**config.mk**
```make
export PLATFORM = sky130hd
export DESIGN_NAME = pwm_slice
export DESIGN_NICKNAME = d
export VERILOG_FILES = /design/src/rtl/pwm_pkg.sv /design/src/rtl/pwm_regs.sv /design/src/rtl/pwm_clkdiv.sv /design/src/rtl/pwm_counter.sv /design/src/rtl/pwm_slice.sv
export SDC_FILE = /design/constraint.sdc
export NUM_CORES = 1
export LEC_CHECK = 0
export BUFFER_PORTS_ARGS = -buffer_cell sky130_fd_sc_hd__buf_4
export CAP_MARGIN = 20
export CORE_MARGIN = 8
export CORE_UTILIZATION = 25
export CTS_CLUSTER_DIAMETER = 120
export DETAILED_ROUTE_END_ITERATION = 6
export HOLD_SLACK_MARGIN = 0.15
export PLACE_DENSITY_LB_ADDON = 0.1
export SYNTH_ARGS = -nofsm -noshare
export SYNTH_HDL_FRONTEND = slang
export SYNTH_SLANG_ARGS = --single-unit
```
**constraint.sdc**
```tcl
create_clock -name clk -period 6.5 [get_ports clk]
set_clock_uncertainty 0.2 [all_clocks]
set_input_delay 0.65 -clock clk [delete_from_list [all_inputs] [get_ports clk]]
set_output_delay 0.65 -clock clk [all_outputs]
set_load 0.005 [all_outputs]
```
**src/rtl/pwm_pkg.sv**
```systemverilog
package pwm_pkg;

    typedef enum logic [0:0] {
        ST_HALT = 1'b0,
        ST_RUN  = 1'b1
    } slice_state_t;

    localparam logic [1:0] ADDR_CTRL = 2'd0;
    localparam logic [1:0] ADDR_DIV  = 2'd1;
    localparam logic [1:0] ADDR_CMP  = 2'd2;
    localparam logic [1:0] ADDR_TOP  = 2'd3;

endpackage

```
**src/rtl/pwm_regs.sv**
```systemverilog
module pwm_regs
    import pwm_pkg::*;
#(
    parameter int DATA_W     = 32,
    parameter int CNT_W      = 16,
    parameter int DIV_INT_W  = 8,
    parameter int DIV_FRAC_W = 4
) (
    input  logic                            clk,
    input  logic                            rst_n,
    input  logic                            wr_en,
    input  logic [1:0]                      addr,
    input  logic [DATA_W-1:0]               wdata,
    output logic [DATA_W-1:0]               rdata,
    output logic                            enable,
    output logic [DIV_INT_W+DIV_FRAC_W-1:0] div_val,
    output logic [CNT_W-1:0]                cmp_shadow,
    output logic [CNT_W-1:0]                top_val
);
    localparam int DIV_W = DIV_INT_W + DIV_FRAC_W;
    localparam logic [DIV_W-1:0] DIV_ONE = DIV_W'(1) << DIV_FRAC_W;

    always_ff @(posedge clk or negedge rst_n) begin
        if (!rst_n) begin
            enable     <= 1'b0;
            div_val    <= DIV_ONE;
            cmp_shadow <= '0;
            top_val    <= '1;
        end else if (wr_en) begin
            unique case (addr)
                ADDR_CTRL: enable     <= wdata[0];
                ADDR_DIV:  div_val    <= wdata[DIV_W-1:0];
                ADDR_CMP:  cmp_shadow <= wdata[CNT_W-1:0];
                ADDR_TOP:  top_val    <= wdata[CNT_W-1:0];
                default: ;
            endcase
        end
    end

    always_comb begin
        rdata = '0;
        unique case (addr)
            ADDR_CTRL: rdata[0]         = enable;
            ADDR_DIV:  rdata[DIV_W-1:0] = div_val;
            ADDR_CMP:  rdata[CNT_W-1:0] = cmp_shadow;
            ADDR_TOP:  rdata[CNT_W-1:0] = top_val;
            default: ;
        endcase
    end

endmodule

```
**src/rtl/pwm_clkdiv.sv**
```systemverilog
module pwm_clkdiv #(
    parameter int DIV_INT_W  = 8,
    parameter int DIV_FRAC_W = 4
) (
    input  logic                            clk,
    input  logic                            rst_n,
    input  logic                            run,
    input  logic [DIV_INT_W+DIV_FRAC_W-1:0] div_val,
    output logic                            tick
);
    localparam int DIV_W = DIV_INT_W + DIV_FRAC_W;
    localparam int ACC_W = DIV_W + 1;
    localparam logic [ACC_W-1:0] STEP    = ACC_W'(1) << DIV_FRAC_W;
    localparam logic [ACC_W-1:0] DIV_MAX = ACC_W'(1) << DIV_W;

    logic [ACC_W-1:0] eff;
    logic [ACC_W-1:0] acc_q;
    logic [ACC_W-1:0] acc_d;
    logic [ACC_W:0]   sum;

    // Effective divisor in sixteenths: zero selects the largest ratio,
    // anything under one whole clock is raised to one.
    always_comb begin
        if (div_val == '0) begin
            eff = DIV_MAX;
        end else if ({1'b0, div_val} < STEP) begin
            eff = STEP;
        end else begin
            eff = {1'b0, div_val};
        end
    end

    assign sum  = {1'b0, acc_q} + {1'b0, STEP};
    assign tick = run && (sum >= {1'b0, eff});

    always_comb begin
        if (!run) begin
            acc_d = '0;
        end else if (acc_q >= eff) begin
            acc_d = '0;
        end else if (tick) begin
            acc_d = ACC_W'(sum - {1'b0, eff});
        end else begin
            acc_d = sum[ACC_W-1:0];
        end
    end

    always_ff @(posedge clk or negedge rst_n) begin
        if (!rst_n) begin
            acc_q <= '0;
        end else begin
            acc_q <= acc_d;
        end
    end

    // with a ratio of two or more, a tick is never followed by another
    p_no_burst_r4: assert property (@(posedge clk) disable iff (!rst_n)
        (tick && eff >= (STEP << 1)) |=> (!tick || eff != $past(eff)));

endmodule

```
**src/rtl/pwm_counter.sv**
```systemverilog
module pwm_counter
    import pwm_pkg::*;
#(
    parameter int CNT_W = 16
) (
    input  logic             clk,
    input  logic             rst_n,
    input  logic             enable,
    input  logic             tick,
    input  logic [CNT_W-1:0] top_val,
    input  logic [CNT_W-1:0] cmp_shadow,
    output logic             run,
    output logic             pwm_out
);
    slice_state_t     state_q;
    slice_state_t     state_d;
    logic [CNT_W-1:0] cnt_q;
    logic [CNT_W-1:0] cnt_d;
    logic [CNT_W-1:0] cmp_act;
    logic [CNT_W-1:0] cmp_d;
    logic             wrap_hit;

    always_ff @(posedge clk or negedge rst_n) begin
        if (!rst_n) begin
            state_q <= ST_HALT;
        end else begin
            state_q <= state_d;
        end
    end

    always_comb begin
        state_d = state_q;
        unique case (state_q)
            ST_HALT: if (enable)  state_d = ST_RUN;
            ST_RUN:  if (!enable) state_d = ST_HALT;
        endcase
    end

    assign wrap_hit = (cnt_q >= top_val);

    always_comb begin
        cnt_d = cnt_q;
        cmp_d = cmp_act;
        unique case (state_q)
            ST_HALT: cmp_d = cmp_shadow;
            ST_RUN: begin
                if (tick) begin
                    if (wrap_hit) begin
                        cnt_d = '0;
                        cmp_d = cmp_shadow;
                    end else begin
                        cnt_d = cnt_q + 1'b1;
                    end
                end
            end
        endcase
    end

    always_ff @(posedge clk or negedge rst_n) begin
        if (!rst_n) begin
            cnt_q   <= '0;
            cmp_act <= '0;
        end else begin
            cnt_q   <= cnt_d;
            cmp_act <= cmp_d;
        end
    end

    assign run     = (state_q == ST_RUN);
    assign pwm_out = run && (cnt_q < cmp_act);

    // a halted slice never moves its counter
    p_halt_hold_r1: assert property (@(posedge clk) disable iff (!rst_n)
        (state_q == ST_HALT) |=> $stable(cnt_q));

    // a tick at or past TOP returns the count to zero
    p_wrap_zero_r5: assert property (@(posedge clk) disable iff (!rst_n)
        (tick && cnt_q >= top_val) |=> (cnt_q == '0));

    // a tick below TOP steps the count by one
    p_step_one_r5: assert property (@(posedge clk) disable iff (!rst_n)
        (tick && cnt_q < top_val) |=> (cnt_q == $past(cnt_q) + 1'b1));

    // while running, the active compare only changes at a wrap
    p_cmp_hold_r7: assert property (@(posedge clk) disable iff (!rst_n)
        (state_q == ST_RUN && !(tick && cnt_q >= top_val)) |=> $stable(cmp_act));

endmodule

```
**src/rtl/pwm_slice.sv**
```systemverilog
module pwm_slice
    import pwm_pkg::*;
#(
    parameter int DATA_W     = 32,
    parameter int CNT_W      = 16,
    parameter int DIV_INT_W  = 8,
    parameter int DIV_FRAC_W = 4
) (
    input  logic              clk,
    input  logic              rst_n,
    input  logic              bus_wr,
    input  logic [1:0]        bus_addr,
    input  logic [DATA_W-1:0] bus_wdata,
    output logic [DATA_W-1:0] bus_rdata,
    output logic              pwm_out
);
    localparam int DIV_W = DIV_INT_W + DIV_FRAC_W;

    logic             enable;
    logic [DIV_W-1:0] div_val;
    logic [CNT_W-1:0] cmp_shadow;
    logic [CNT_W-1:0] top_val;
    logic             run;
    logic             tick;

    pwm_regs #(
        .DATA_W(DATA_W), .CNT_W(CNT_W),
        .DIV_INT_W(DIV_INT_W), .DIV_FRAC_W(DIV_FRAC_W)
    ) i_regs (
        .clk(clk), .rst_n(rst_n), .wr_en(bus_wr), .addr(bus_addr),
        .wdata(bus_wdata), .rdata(bus_rdata), .enable(enable),
        .div_val(div_val), .cmp_shadow(cmp_shadow), .top_val(top_val)
    );

    pwm_clkdiv #(
        .DIV_INT_W(DIV_INT_W), .DIV_FRAC_W(DIV_FRAC_W)
    ) i_clkdiv (
        .clk(clk), .rst_n(rst_n), .run(run), .div_val(div_val), .tick(tick)
    );

    pwm_counter #(
        .CNT_W(CNT_W)
    ) i_counter (
        .clk(clk), .rst_n(rst_n), .enable(enable), .tick(tick),
        .top_val(top_val), .cmp_shadow(cmp_shadow), .run(run), .pwm_out(pwm_out)
    );

endmodule

```
; ---- Word-level counts from Yosys, hierarchy flattened
; Cells that the tools add are included.
[word_totals]
register_bits = 91
latch_bits = 0
mem_bits_rw = 0
mem_bits_ro = 0
input_bits = 37
out_inout_bits = 33
word_cells = 45
n_memories = 0
[op_classes]
addsub = 3
multipliers = 0
n_div = 0
n_lt_le_gt_ge = 5
n_eq_ne = 5
shift = 0
n_mux = 13
n_bitwise = 1
reduce_logical = 10
[op_table]
columns = cell, n
row1 = $mux W13, 4
row2 = $mux W16, 3
row3 = $pmux W11 S3, 1
row4 = $pmux W16 S2, 1
row5 = $add A16 B1 Y16 const B, 1
row6 = $ge A16 B16 Y1, 1
row7 = $lt A16 B16 Y1, 1
row8 = $add A13 B5 Y14 const B, 1
row9 = $ge A14 B13 Y1, 1
row10 = $ge A13 B13 Y1, 1
row11 = $sub A13 B13 Y13, 1
row12 = $logic_not A12 Y1, 1
row13 = $lt A12 B5 Y1 const B, 1
row14 = $mux W12, 1
row15 = $reduce_and A2 Y1, 6
row16 = $pmux W4 S2, 1
row17 = $eq A2 B2 Y1 const B, 2
row18 = $ne A2 B2 Y1 const B, 2
row19 = $pmux W1 S4, 1
row20 = $eq A2 B1 Y1 const B, 1
row21 = $logic_and A1 B1 Y1, 2
row22 = $logic_not A2 Y1, 1
row23 = $mux W1, 1
row24 = $not A1 Y1, 1

; ---- Logic depth before layout (Yosys ltp)
[logic_depth]
word_depth = 8
depth_mapped = 14
ltp_nobuf = 12

; ---- By module
; From an unflattened synthesis, not the netlist that was laid out.
[unflattened]
cells_unflattened = 594
area_unflattened_um2 = 6291.0
[modules_own_cells]
columns = module, instances, cells_per_inst, area_each_um2, seq_area_each_um2
row1 = pwm_regs, 1, 151, 2270.9, 1147.4
row2 = pwm_counter, 1, 227, 2262.2, 825.8
row3 = pwm_clkdiv, 1, 216, 1757.9, 325.3

; ---- Worst setup path after synthesis
; OpenSTA, ideal clock, no wires.
[synth_path]
path_kind = reg2reg
startpoint = register i_regs.div_val[4]
endpoint = register i_counter.cmp_act[10]
setup_ns = 0.125
arrival_time_ns = 2.953
required_time_ns = 6.175
path_slack_ns = 3.222
path_stages_with_launch = 14
path_buffers = 1
period_less_slack_ns = 3.278
cell_sequence = dfstp_2 -> nor4_1 -> nand2_1 -> and2_1 -> ha_1 -> inv_1 -> fa_1 -> a211oi_2 -> o41ai_4 -> o21a_4 -> nor3_4 -> o21ai_4 -> buf_6 -> mux2_4
[synth_via]
elab_chain_len = 7
elab_cells_between_ends = 8
cone_classes = order compare: 2 / eq/ne: 1 / mux: 2 / reduce/logical: 3
[synth_lines]
columns = element, line
row1 = "start, declared", pwm_regs.sv:16  ; output logic [DIV_INT_W+DIV_FRAC_W-1:0] div_val,
row2 = "start signal, assigned", pwm_regs.sv:32  ; ADDR_DIV: div_val <= wdata[DIV_W-1:0];
row3 = $lt A12 B5 Y1, pwm_clkdiv.sv:26  ; end else if ({1'b0, div_val} < STEP) begin
row4 = $mux W12, pwm_clkdiv.sv:26
row5 = $mux W13 *, pwm_clkdiv.sv:24  ; if (div_val == '0) begin
row6 = $ge A14 B13 Y1 *, pwm_clkdiv.sv:34  ; assign tick = run && (sum >= {1'b0, eff});
row7 = $logic_and A1 B1 Y1 *, pwm_clkdiv.sv:34
row8 = $ne A2 B2 Y1 (no line) *, n/a
row9 = $reduce_and A2 Y1 (no line) *, n/a
row10 = "end signal, assigned", pwm_counter.sv:65  ; cmp_act <= cmp_d;
row11 = "end, declared", pwm_counter.sv:19  ; logic [CNT_W-1:0] cmp_act;
; Every way passes the cells marked *; elsewhere a longest branch is shown, timed or not.
; A chain may end at the register's enable or synchronous reset.

; ---- Worst setup path in the final report
[layout_path]
startpoint = register i_regs.div_val[9]
endpoint = register i_counter.cmp_act[15]
; The elaborated chain is that of the path after synthesis.

==> metrics <==
status complete, no violations; Hold Path Origin i_regs.enable$_DFFE_PN0P_; remaining design rule violation count 0; count of pins over their slew limit 0; Synth Cell Area between 6000 and 7000 sq um; unrepaired setup endpoints after global routing no; Final nets around 730; kind of cell adding the most delay to the critical path compound AO/OA/AOI/OAI gates; share of layout cells above drive strength 1 between 20% and 30%; Wirelength per Cell ~18 um; Worst Hold Class reg -> reg; All-Layer GR Usage around an eighth; crit path from i_regs.div_val[9]$_DFFE_PN0P_; first-pass GRT wire length 27600 um; FP Rows 57; Fin Setup TNS 0 ns; fillcell total about 2600; DR pass1 iterations 4; Core Util, Final 29.4%; DP Worst Slack around 2.1 ns; top-count cell post-synth dfrtp_1; post-synth cell types 63; Core Area about 24000 sq um; vias ~4600; asr flop ratio synth 100%; H-tree depth 3; I/O pin count 70; Final Setup Violations 0; Die Wd ~170 um; DRT iter0 DRCs approximately 200; Synth top area share a little under a third; synth-to-layout area growth 15.8%; worst setup margin ~2.2 ns; Post-synth EDFFs 0; drt via density around 4.8; pin count of the biggest net entering global routing 74; CTS max path bufs 2; critical path class reg -> reg; multi-input logic area approximately 3500 sq um; final hold violation count 0; initial antenna violation count 0; worst-path fanout max 16; Max-cap violations 0; total gr overflow 0; post-synthesis sequential area ratio between 30% and 40%; Top FF cell, synth dfrtp_1; Bufs and invs on worst path 1; Highest Clock Rate between 200 and 250 MHz; Worst path slowest cell o21ai_4; Worst Tran Pin Value 1.04 ns; commonest cells in the netlist 74 x dfrtp_1, 64 x mux2_2, 55 x ha_1; IO buf count 37; Initial Util roughly a quarter; CTS Buf Count 9; Worst slew margin about 31%; CTS resizes 0; Synth Area per Inst between 10 and 15 sq um; CP Cell Sequence nor4_1 > nand2_1 > inv_1 > nand2_1 > o21ai_0 > ha_1 > o41ai_4 > o21a_4 > nor3_4 > o21ai_4 > mux2_2; Most common cell on crit path nand2_1; Synth area leaders dfrtp_1 30%, mux2_2 12%, ha_1 11%; register area 2300 sq um; r2r startpoint i_regs.div_val[9]$_DFFE_PN0P_; fin crit share approximately 66%; Setup crit start kind flop; Setup crit end kind flop; die height 173 um; VDD IR max about 0.16 mV; Detail Route Antenna Nets 0; Detailed Route WL 17000 um; die area 29900 sq um; minimum clock period around 4.3 ns; CTS tree done; Yosys reg bits 91; yosys warns 0; vias in the first global route a little under 5000; largest area contributor in the netlist dfrtp_1; Gate Count Post-Synth 595; clk sinks 91; Power Density roughly 320 nW/um^2; clk_lat worst skew approximately 0.35 ns; P_leak around 3.3 nW; Critical Path AT about 4.3 ns; root cell of the clock tree clkbuf_16; clock slew seen by the registers of the worst setup and hold paths around 0.07 ns; ant diodes 0; Worst EP required between 6 and 7 ns; CP peak stage delay between 0.7 and 0.8 ns; gpl congestion approximately 0.76; post-DP HPWL about 13000 um
## layout make-up
| cell class | instances | share of cell area (%) |
|---|---|---|
| sequential | 91 | 32.2 |
| inverter | 53 | 2.79 |
| clock inverter | 6 | 1.33 |
| clock buffer | 10 | 3.35 |
| multi-input combinational | 434 | 49.4 |
| timing repair buffer | 43 | 5.23 |
| tap | 324 | 5.69 |
## state kept, by name, summed over array words and instances (netlist names)
name / count
i_counter.cnt_q: 16
i_regs.top_val: 16
i_counter.run: 1
i_regs.enable: 1
i_counter.cmp_act: 16
i_regs.div_val: 12
i_regs.cmp_shadow: 16
i_clkdiv.acc_q: 13
## path summary, 6_finish.rpt
| kind | slack, ns | to | cells after the start |
|---|---|---|---|
| worst max-delay path | 2.19 | i_counter.cmp_act[15]$_DFFE_PN0P_ | 11 |
| worst min-delay path | 0.21 | i_counter.run$_DFF_PN0_ | 0 |
| worst max register to register | 2.19 | i_counter.cmp_act[15]$_DFFE_PN0P_ | 11 |
| worst min register to register | 0.21 | i_counter.run$_DFF_PN0_ | 0 |
| max in group asynchronous | 4.54 | i_regs.top_val[13]$_DFFE_PN1P_ | 4 |
| min in group asynchronous | 0.50 | i_regs.cmp_shadow[4]$_DFFE_PN0P_ | 2 |
## cell usage in the layout (no fill, tap or decap), types with 3 or more instances in the layout
| cell | count |
|---|---|
| a22o_1 | 12 |
| nand2_1 | 34 |
| nor3b_1 | 3 |
| nand3_1 | 20 |
| a31oi_1 | 4 |
| conb_1 | 16 |
| and4_1 | 4 |
| o2bb2ai_1 | 4 |
| a211oi_1 | 6 |
| and2_1 | 3 |
| o21ai_0 | 22 |
| nor2_1 | 15 |
| o31ai_1 | 9 |
| o21bai_1 | 5 |
| nor2b_1 | 9 |
| dfrtp_1 | 74 |
| mux2i_1 | 7 |
| and3_1 | 6 |
| ha_1 | 55 |
| clkbuf_16 | 9 |
| xnor2_1 | 10 |
| xor2_1 | 4 |
| nor3_1 | 10 |
| a2bb2oi_1 | 5 |
| buf_4 | 39 |
| nand4_1 | 9 |
| mux2_2 | 64 |
| dfstp_2 | 17 |
| or3_1 | 9 |
| inv_1 | 53 |
| a21o_1 | 8 |
| nand2b_1 | 5 |
| a21oi_1 | 26 |
| o21a_1 | 5 |
| mux2_4 | 10 |
| nor4_1 | 6 |
## where the power goes
| part | internal [mW] | switching, mW | total [mW] |
|---|---|---|---|
| logic | 0.399 | 0.448 | 0.847 |
| clock network | 0.352 | 0.241 | 0.593 |
| registers | 0.695 | 0.116 | 0.811 |
| total | 1.45 | 0.805 | 2.25 |
## through the flow
stage,instances,cell area [sq um],power (mW),hold WS [ns]
6_report,961,7130,2.25,0.213
5_1_grt,961,7130,2.43,0.237
4_1_cts,959,7090,2.29,0.225
3_5_place_dp,942,6740,1.68,0.201
3_3_place_gp,941,6710,1.65,0.209
2_1_floorplan,610,6210,1.41,0.154
## per-layer routing
metal  GRT usage [%]  routed length (um)  vias to the layer above
li1                -                   -                     2210
met1            15.1                7960                     2265
met2            19.3                8150                       89
met3            2.37                 698                       18
met4            3.41                 233                        0
met5               0                   0                        -
## timing repair
item / CTS / global route
setup buffers: 0 / 0
endpoints found under the setup margin: 0 / 0
hold endpoints to repair: 13 / 0
hold buffers: 1 / 0
## cell families after synthesis
logic type | share of synthesized area, %
flops | 37.3
compound gates | 14.6
xor+xnor | 1.99
mux | 15.6
fa+ha+maj | 11.5
simple gates | 12.4
buf+inv | 6.44
other cells | 0.0609
## worst reg2reg max path: cells and delay by family (launching register included)
family | cells | cell delay [ns]
compound gates | 4 | 1.72
simple gates | 4 | 0.97
mux | 1 | 0.42
flops | 1 | 0.41
fa+ha+maj | 1 | 0.36
buf+inv | 1 | 0.12
Note: power is estimated with default switching activity, not from simulation.
